[src/rtl/tst_pkg.sv]
// Shared definitions for the memory-image register test engine.
// Assumes: nothing beyond IEEE 1800-2017.
package tst_pkg;
    typedef enum logic [4:0] {
        S_IDLE, S_HI, S_HI_W, S_HO, S_HO_W, S_SEL, S_NEXT,
        S_BP, S_BP_W, S_BE, S_BE_W, S_BC, S_BC_W,
        S_SP, S_SP_W, S_SE, S_SE_W, S_SA, S_SA_W, S_NSEQ,
        S_RV, S_RV_W, S_RM, S_RM_W, S_RR, S_RR_W, S_ACT, S_DONE
    } walk_state_t;
endpackage

[src/rtl/tst_mask_unit.sv]
// Per-bit merge and compare datapath.
// merged = (~mask & current) | (mask & value); diff = mask & (current ^ value).
// Assumes: purely combinational, all operands the same width.
module tst_mask_unit #(
    parameter int DW = 32
) (
    input  logic [DW-1:0] cur,
    input  logic [DW-1:0] val,
    input  logic [DW-1:0] msk,
    output logic [DW-1:0] merged,
    output logic [DW-1:0] diff
);
    // Bitwise multiplex and masked mismatch.
    always_comb begin
        merged = (~msk & cur) | (msk & val);
        diff   = msk & (cur ^ val);
    end
endmodule

[src/rtl/tst_fail_record.sv]
// Holds the first mismatch of a run and a sticky fail flag.
// Assumes: clear and cmp_en never assert in the same cycle.
module tst_fail_record #(
    parameter int DW  = 32,
    parameter int AW  = 12,
    parameter int RAW = 8
) (
    input  logic           clk,
    input  logic           rst_n,
    input  logic           clear,
    input  logic           cmp_en,
    input  logic [DW-1:0]  diff,
    input  logic [AW-1:0]  blk_idx,
    input  logic [RAW-1:0] addr,
    output logic           fail,
    output logic [AW-1:0]  fail_block,
    output logic [RAW-1:0] fail_addr,
    output logic [DW-1:0]  fail_bits
);
    // Capture only when no failure has been recorded yet.
    always_ff @(posedge clk) begin
        if (!rst_n || clear) begin
            fail       <= 1'b0;
            fail_block <= '0;
            fail_addr  <= '0;
            fail_bits  <= '0;
        end else if (cmp_en && (diff != '0) && !fail) begin
            fail       <= 1'b1;
            fail_block <= blk_idx;
            fail_addr  <= addr;
            fail_bits  <= diff;
        end
    end
endmodule

[src/rtl/tst_walker.sv]
// Walks the two linked image parts and sequences memory and register accesses.
// Every memory read takes two states (issue, capture). Every register is
// handled as value read, mask read, register read, then write or compare.
// Assumes: well-formed image, one-cycle memory and register read latency.
module tst_walker
    import tst_pkg::*;
#(
    parameter int DW  = 32,
    parameter int AW  = 12,
    parameter int RAW = 8
) (
    input  logic           clk,
    input  logic           rst_n,
    input  logic           start,
    input  logic [AW-1:0]  in_base,
    input  logic [AW-1:0]  out_base,
    output logic           mem_rd,
    output logic [AW-1:0]  mem_addr,
    input  logic [DW-1:0]  mem_rdata,
    output logic           reg_rd,
    output logic           reg_wr,
    output logic [RAW-1:0] reg_addr,
    input  logic [DW-1:0]  reg_rdata,
    output logic           busy,
    output logic           done,
    output logic           launch,
    output logic           cmp_en,
    output logic [AW-1:0]  blk_idx,
    output logic [DW-1:0]  cur,
    output logic [DW-1:0]  val,
    output logic [DW-1:0]  msk
);
    localparam logic [AW-1:0] ONE = AW'(1);
    localparam logic [AW-1:0] TWO = AW'(2);

    walk_state_t    state;
    logic           phase;     // 0: stimulus part, 1: check part
    logic [AW-1:0]  b, nb_in, nb_out, blk_ptr, blk_end, ns, j;
    logic [AW-1:0]  seq_ptr, seq_end, nreg, k;
    logic [RAW-1:0] start_addr;
    logic [AW-1:0]  base, nb_max, span, nreg_calc;
    logic [AW-1:0]  word;

    // Derived values: active part base, longer block count, register count.
    always_comb begin
        base      = phase ? out_base : in_base;
        nb_max    = (nb_in > nb_out) ? nb_in : nb_out;
        span      = seq_end - seq_ptr - ONE;
        nreg_calc = span >> 1;
        word      = mem_rdata[AW-1:0];
    end

    assign busy     = (state != S_IDLE);
    assign launch   = (state == S_IDLE) && start;
    assign blk_idx  = b;
    assign reg_addr = start_addr + k[RAW-1:0];

    // Strobes and addresses decoded from the current state.
    always_comb begin
        mem_rd   = 1'b0;
        mem_addr = '0;
        reg_rd   = 1'b0;
        reg_wr   = 1'b0;
        cmp_en   = 1'b0;
        case (state)
            S_HI:  begin mem_rd = 1'b1; mem_addr = in_base; end
            S_HO:  begin mem_rd = 1'b1; mem_addr = out_base; end
            S_BP:  begin mem_rd = 1'b1; mem_addr = base + ONE + b; end
            S_BE:  begin mem_rd = 1'b1; mem_addr = base + TWO + b; end
            S_BC:  begin mem_rd = 1'b1; mem_addr = base + blk_ptr; end
            S_SP:  begin mem_rd = 1'b1; mem_addr = base + blk_ptr + ONE + j; end
            S_SE:  begin
                mem_rd   = (j + ONE < ns);
                mem_addr = base + blk_ptr + TWO + j;
            end
            S_SA:  begin mem_rd = 1'b1; mem_addr = base + seq_ptr; end
            S_RV:  begin mem_rd = 1'b1; mem_addr = base + seq_ptr + ONE + k; end
            S_RM:  begin mem_rd = 1'b1; mem_addr = base + seq_ptr + ONE + nreg + k; end
            S_RR:  reg_rd = 1'b1;
            S_ACT: begin reg_wr = !phase; cmp_en = phase; end
            default: ;
        endcase
    end

    // Walk state, loop indices and captured words.
    always_ff @(posedge clk) begin
        if (!rst_n) begin
            state      <= S_IDLE;
            done       <= 1'b0;
            phase      <= 1'b0;
            b          <= '0;
            nb_in      <= '0;
            nb_out     <= '0;
            blk_ptr    <= '0;
            blk_end    <= '0;
            ns         <= '0;
            j          <= '0;
            seq_ptr    <= '0;
            seq_end    <= '0;
            nreg       <= '0;
            k          <= '0;
            start_addr <= '0;
            cur        <= '0;
            val        <= '0;
            msk        <= '0;
        end else begin
            case (state)
                S_IDLE: if (start) begin
                    done  <= 1'b0;
                    state <= S_HI;
                end
                S_HI:   state <= S_HI_W;
                S_HI_W: begin nb_in <= word; state <= S_HO; end
                S_HO:   state <= S_HO_W;
                S_HO_W: begin
                    nb_out <= word;
                    b      <= '0;
                    phase  <= 1'b0;
                    state  <= S_SEL;
                end
                S_SEL: begin
                    if (b >= nb_max)
                        state <= S_DONE;
                    else if ((!phase && b < nb_in) || (phase && b < nb_out))
                        state <= S_BP;
                    else
                        state <= S_NEXT;
                end
                S_NEXT: begin
                    if (!phase) phase <= 1'b1;
                    else begin
                        phase <= 1'b0;
                        b     <= b + ONE;
                    end
                    state <= S_SEL;
                end
                S_BP:   state <= S_BP_W;
                S_BP_W: begin blk_ptr <= word; state <= S_BE; end
                S_BE:   state <= S_BE_W;
                S_BE_W: begin blk_end <= word; state <= S_BC; end
                S_BC:   state <= S_BC_W;
                S_BC_W: begin
                    ns    <= word;
                    j     <= '0;
                    state <= (word == '0) ? S_NEXT : S_SP;
                end
                S_SP:   state <= S_SP_W;
                S_SP_W: begin seq_ptr <= word; state <= S_SE; end
                S_SE: begin
                    if (j + ONE < ns) state <= S_SE_W;
                    else begin
                        seq_end <= blk_end;
                        state   <= S_SA;
                    end
                end
                S_SE_W: begin seq_end <= word; state <= S_SA; end
                S_SA:   state <= S_SA_W;
                S_SA_W: begin
                    start_addr <= mem_rdata[RAW-1:0];
                    nreg       <= nreg_calc;
                    k          <= '0;
                    state      <= (nreg_calc == '0) ? S_NSEQ : S_RV;
                end
                S_NSEQ: begin
                    if (j + ONE < ns) begin
                        j     <= j + ONE;
                        state <= S_SP;
                    end else
                        state <= S_NEXT;
                end
                S_RV:   state <= S_RV_W;
                S_RV_W: begin val <= mem_rdata; state <= S_RM; end
                S_RM:   state <= S_RM_W;
                S_RM_W: begin msk <= mem_rdata; state <= S_RR; end
                S_RR:   state <= S_RR_W;
                S_RR_W: begin cur <= reg_rdata; state <= S_ACT; end
                S_ACT: begin
                    if (k + ONE < nreg) begin
                        k     <= k + ONE;
                        state <= S_RV;
                    end else
                        state <= S_NSEQ;
                end
                S_DONE: begin
                    done  <= 1'b1;
                    state <= S_IDLE;
                end
                default: state <= S_IDLE;
            endcase
        end
    end
endmodule

[src/rtl/reg_image_tester.sv]
// Top of the memory-image register test engine: image walker, mask datapath
// and first-failure record.
// Assumes: synchronous memory and register port, each with one-cycle read latency.
module reg_image_tester #(
    parameter int DW  = 32,
    parameter int AW  = 12,
    parameter int RAW = 8
) (
    input  logic           clk,
    input  logic           rst_n,
    input  logic           start,
    input  logic [AW-1:0]  in_base,
    input  logic [AW-1:0]  out_base,
    output logic           mem_rd,
    output logic [AW-1:0]  mem_addr,
    input  logic [DW-1:0]  mem_rdata,
    output logic           reg_rd,
    output logic           reg_wr,
    output logic [RAW-1:0] reg_addr,
    output logic [DW-1:0]  reg_wdata,
    input  logic [DW-1:0]  reg_rdata,
    output logic           busy,
    output logic           done,
    output logic           fail,
    output logic [AW-1:0]  fail_block,
    output logic [RAW-1:0] fail_addr,
    output logic [DW-1:0]  fail_bits
);
    logic          launch, cmp_en;
    logic [AW-1:0] blk_idx;
    logic [DW-1:0] cur, val, msk, diff;

    tst_walker #(.DW(DW), .AW(AW), .RAW(RAW)) u_walk (
        .clk(clk), .rst_n(rst_n), .start(start),
        .in_base(in_base), .out_base(out_base),
        .mem_rd(mem_rd), .mem_addr(mem_addr), .mem_rdata(mem_rdata),
        .reg_rd(reg_rd), .reg_wr(reg_wr), .reg_addr(reg_addr),
        .reg_rdata(reg_rdata), .busy(busy), .done(done),
        .launch(launch), .cmp_en(cmp_en), .blk_idx(blk_idx),
        .cur(cur), .val(val), .msk(msk)
    );

    tst_mask_unit #(.DW(DW)) u_mask (
        .cur(cur), .val(val), .msk(msk), .merged(reg_wdata), .diff(diff)
    );

    tst_fail_record #(.DW(DW), .AW(AW), .RAW(RAW)) u_rec (
        .clk(clk), .rst_n(rst_n), .clear(launch), .cmp_en(cmp_en),
        .diff(diff), .blk_idx(blk_idx), .addr(reg_addr),
        .fail(fail), .fail_block(fail_block), .fail_addr(fail_addr),
        .fail_bits(fail_bits)
    );
endmodule

[config.mk]
export PLATFORM = sky130hd
export DESIGN_NAME = reg_image_tester
export DESIGN_NICKNAME = d
export VERILOG_FILES = /design/src/rtl/tst_pkg.sv /design/src/rtl/tst_mask_unit.sv /design/src/rtl/tst_fail_record.sv /design/src/rtl/tst_walker.sv /design/src/rtl/reg_image_tester.sv
export SDC_FILE = /design/constraint.sdc
export NUM_CORES = 1
export LEC_CHECK = 0
export BUFFER_PORTS_ARGS = -buffer_cell sky130_fd_sc_hd__buf_2
export CAP_MARGIN = 20
export CORE_MARGIN = 1.5
export CORE_UTILIZATION = 50
export DETAILED_ROUTE_END_ITERATION = 7
export GPL_ROUTABILITY_DRIVEN = 0
export PLACE_DENSITY_LB_ADDON = 0.25
export SLEW_MARGIN = 0
export SYNTH_ARGS = -nofsm -noshare
export SYNTH_HDL_FRONTEND = slang
export SYNTH_HIERARCHICAL = 1
export SYNTH_SLANG_ARGS = --single-unit
[constraint.sdc]
create_clock -name clk -period 6.35 [get_ports clk]
set_input_delay 0.635 -clock clk [delete_from_list [all_inputs] [get_ports clk]]
set_output_delay 0.635 -clock clk [all_outputs]
set_load 0.05 [all_outputs]
==> metrics.md <==
| Metric | Value |
|---|---|
| Status | `finished, violations left` |
| Failing checks | `design-rule violations` |
| CP max-delay cell | `fa_1` |
| Hold-critical path depth | `3` |
| Row count | `73` |
| Clk Latency, worst-skew pair | `0.56 ns` |
| Fraction of layout instances using a drive strength above 1 | `0.134` |
| CP Capture Type | `output port` |
| Tmin final | `6.27 ns` |
| Top cells by count, synth | `nand2_1 (576), dfxtp_1 (295), a21oi_1 (289), ha_1 (178), inv_1 (151)` |
| Remaining DRCs | `10` |
| WHS Endpoint | `u_walk/cur[16]` |
| Switching power | `0.00114 W` |
| Die Wd | `205 microns` |
| Area contributors post-synth | `dfxtp_1 (29%), ha_1 (11%), nand2_1 (11%), a21oi_1 (7.1%), mux2i_1 (4.1%)` |
| HP Start | `reg_rdata[16]` |
| Tot GR Track Use | `0.303` |
| Worst Path Buf+Inv | `3` |
| Reg2Reg Setup Slack | `1.99 ns` |
| WL per Instance | `19.8 microns` |
| CTS Buf Count | `35` |
| Filler Cell Count | `3637` |
| I/O pin count | `201` |
| Most common cell in the netlist | `nand2_1` |
| Die span in y | `205 microns` |
| Normalized max-slew margin | `0.265` |
| Maximum root-to-sink buffer count | `3` |
| Reg2reg start | `u_walk/nb_out[5]` |
| Logic pwr share | `0.098` |
| Port bufs | `200` |
| Core Region | `0.0401 sq mm` |
| Vias in the first global route | `18600` |
| Post-synth top area share | `0.289` |
| Crit-path leading delay family | `compound AO/OA/AOI/OAI gates` |
| Iter 0 DRT Violations | `1855` |
| Vias | `19500` |
| #FFs+latches synth | `295` |
| Post-Route WL | `65500 microns` |
| CP Launch Type | `flip-flop` |
| Synthesized net count | `2906` |
| Sw Ratio | `0.260` |
| Clk sinks | `295` |
| Share of the cycle needed by the critical path after routing | `0.988` |
| Root buf cell | `clkbuf_16` |
| Least-Margin Pin Slew | `1.10 ns` |
| Total iterations of the first detailed-routing run | `8` |
| Area Growth Syn to Fin | `13.9%` |
| Max Slew Vio Count | `0` |
| Power, Total | `0.00441 W` |
| Worst-path maximum fanout | `10` |
| Worst Path Required | `5.71 ns` |
| Largest net degree at the start of global routing | `139` |
| Final Setup Violations | `0` |
| P_int | `0.00326 W` |
| Worst-path cell chain | `buf_6 > mux2i_4 > inv_2 > ha_1 > a21o_1 > a21oi_1 > xor2_2 > nor2_1 > xor2_1 > fa_1 > ha_1 > a211oi_2 > nor2_1 > nor2_1 > xor2_1 > o21ai_0 > a221oi_1 > o211ai_1 > a21o_1 > clkbuf_4` |
| Dominant cell type by area after synthesis | `dfxtp_1` |
| Pwr dens | `189 mW/mm^2` |
| Setup skew after layout | `0.0252 ns` |
| Critical path type | `flip-flop to output port` |
| Final TNS setup | `0 ns` |
| Post-synth EDFFs | `0` |
| Inst Count DP | `3229` |
| Post-synth top flop | `dfxtp_1` |
| CTS tree | `done` |
| RSZ-0062 raised after global routing | `true` |
| Congestion Overflow GR | `0` |
| Max Clk Rate | `0.159 GHz` |
| Post-Layout Cell Count | `3303` |
| Worst reg2reg endpoint | `u_walk/state[0]` |
| First-pass GRT wire length | `100000 microns` |
| DP Wirelength | `48500 microns` |
| Critical path arrival | `5.64 ns` |
| Max-capacitance violation count | `0` |
| CP dominant cell by count | `nor2_1` |
| Number of vias per cell | `5.89` |
| Sequential share of power | `0.422` |
| Reg2Reg Depth | `21` |
| Clk pwr share | `0.480` |
| Syn Area/Cell | `7.87 sq um` |
| CTS Hold Bufs | `0` |
| Syn Inst Count | `2600` |
| CP peak stage delay | `0.48 ns` |
| Worst hold-check path type | `input port to flip-flop` |
| Leakage power | `10.1 nW` |
| Nets@finish | `3057` |
| Post-Syn Area | `0.0205 sq mm` |
| VDD IR max | `0.000223 V` |
| Htree depth | `2` |
| Clock transition at path regs | `0.07 ns` |
| Die area | `0.0421 sq mm` |
| FFs w/ async S/R, synth | `0` |
| Post-synthesis sequential area ratio | `0.289` |
| Initial core utilization | `0.510` |
| Detail Route Antenna Nets | `0` |
| Number of antenna violations at the first check in global routing | `3` |
| Synth warn | `6` |
| Final Hold Viols | `0` |
| Netlist cell types | `89` |
==> layout by cell type, fill, tap and decap left out, types with 35 or more instances in the layout <==
| master | instances |
|---|---|
| mux2i_1 | 81 |
| and2_1 | 35 |
| buf_2 | 197 |
| clkbuf_16 | 35 |
| buf_4 | 36 |
| nor2_1 | 123 |
| fa_1 | 36 |
| nand3_1 | 52 |
| inv_1 | 150 |
| dfxtp_1 | 295 |
| o21ai_0 | 46 |
| a21oi_1 | 285 |
| xor2_1 | 77 |
| ha_1 | 175 |
| nand2_1 | 575 |
| xnor2_1 | 63 |
==> state kept, by name, summed over array words and instances (netlist names), 5 cells and up <==
name / cells
u_walk/nreg: 11
u_walk/blk_idx: 12
u_walk/seq_end: 12
u_walk/ns: 12
u_walk/msk: 32
u_walk/cur: 32
u_walk/nb_in: 12
u_walk/j: 12
u_walk/blk_end: 12
u_walk/seq_ptr: 12
u_walk/val: 32
u_rec/fail_block: 12
u_rec/fail_addr: 8
u_walk/blk_ptr: 12
u_walk/nb_out: 12
u_walk/start_addr: 8
u_rec/fail_bits: 32
u_walk/state: 5
u_walk/k: 12
==> kinds of logic (layout without fill, tap and decap cells) <==
| logic type | Yosys count | after routing | synth area share |
|---|---|---|---|
| and+or+nand+nor | 957 | 957 | 0.206 |
| AOI/OAI and AO/OA | 575 | 575 | 0.172 |
| DFF | 295 | 295 | 0.289 |
| buffers and inverters | 278 | 455 | 0.0561 |
| adders and majority gates | 215 | 215 | 0.145 |
| xor gates and xnor gates | 154 | 154 | 0.0673 |
| muxes | 126 | 126 | 0.0648 |
| other | 0 | 1 | 0 |
==> how the worst max path moves through the flow <==
stage	cells past startpoint	startpoint	slack (ns)	to
after floorplan	24	u_walk/phase	0.24	mem_addr[11]
after CTS	24	u_walk/phase	0.01	mem_addr[11]
after global routing	20	u_walk/phase	-0.06	mem_addr[7]
after global placement	24	out_base[0]	0.25	mem_addr[11]
final	20	u_walk/phase	0.08	mem_addr[7]
after detailed placement	22	out_base[0]	0.17	mem_addr[9]
==> power groups by stage <==
stage	Sequential, W	Clock, W	Combinational (W)
global placement	0.00190	0	0.000397
global route	0.00186	0.00222	0.000457
CTS	0.00186	0.00214	0.000407
floorplan	0.00190	0	0.000269
finish	0.00186	0.00212	0.000432
detailed placement	0.00190	0	0.000403
==> tightest hold or removal path, cell delays in order <==
cell and delay [ns]:
buf_2 0.10, nand2_1 0.05, a21oi_1 0.05
==> metrics by stage <==
stage          setup slack (ns)  area (sq um)   util  hold slack (ns)
3_5_place_dp              0.174         21800  0.543            0.448
2_1_floorplan             0.241         20500      -            0.436
5_1_grt                 -0.0571         23300  0.581            0.309
6_report                 0.0778         23300  0.581            0.316
4_1_cts                  0.0126         23000  0.574            0.295
3_3_place_gp              0.247         21800  0.543            0.441
==> final cells by class <==
cell class              instances  area, sq um  area share
multi-input cells            2027        13700       0.586
flip-flops and latches        295         5910       0.253
repair buffers                236         1290      0.0552
clock buffers                  50          992      0.0426
well taps                     525          657      0.0282
inverters                     156          591      0.0253
clock inverters                13          209     0.00896
diodes                          1         2.50    0.000107
==> what timing repair did <==
action | 4_1_cts | 5_1_grt
cloned | 0 | 0
resized for setup | 9 | 41
setup endpoints to repair | 3 | 4
pin swaps | 1 | 9
hold endpoints to repair | 0 | 0
setup buffers | 0 | 7
==> routing by layer <==
layer	part of all wire	up-vias	global-route usage	routed length (microns)
met5	0.00020	-	0	13
li1	-	9226	-	-
met2	0.47	793	0.501	30500
met4	0.053	2	0.147	3440
met3	0.075	213	0.0546	4900
met1	0.41	9221	0.379	26700
Note: power is estimated with default switching activity, not from simulation.
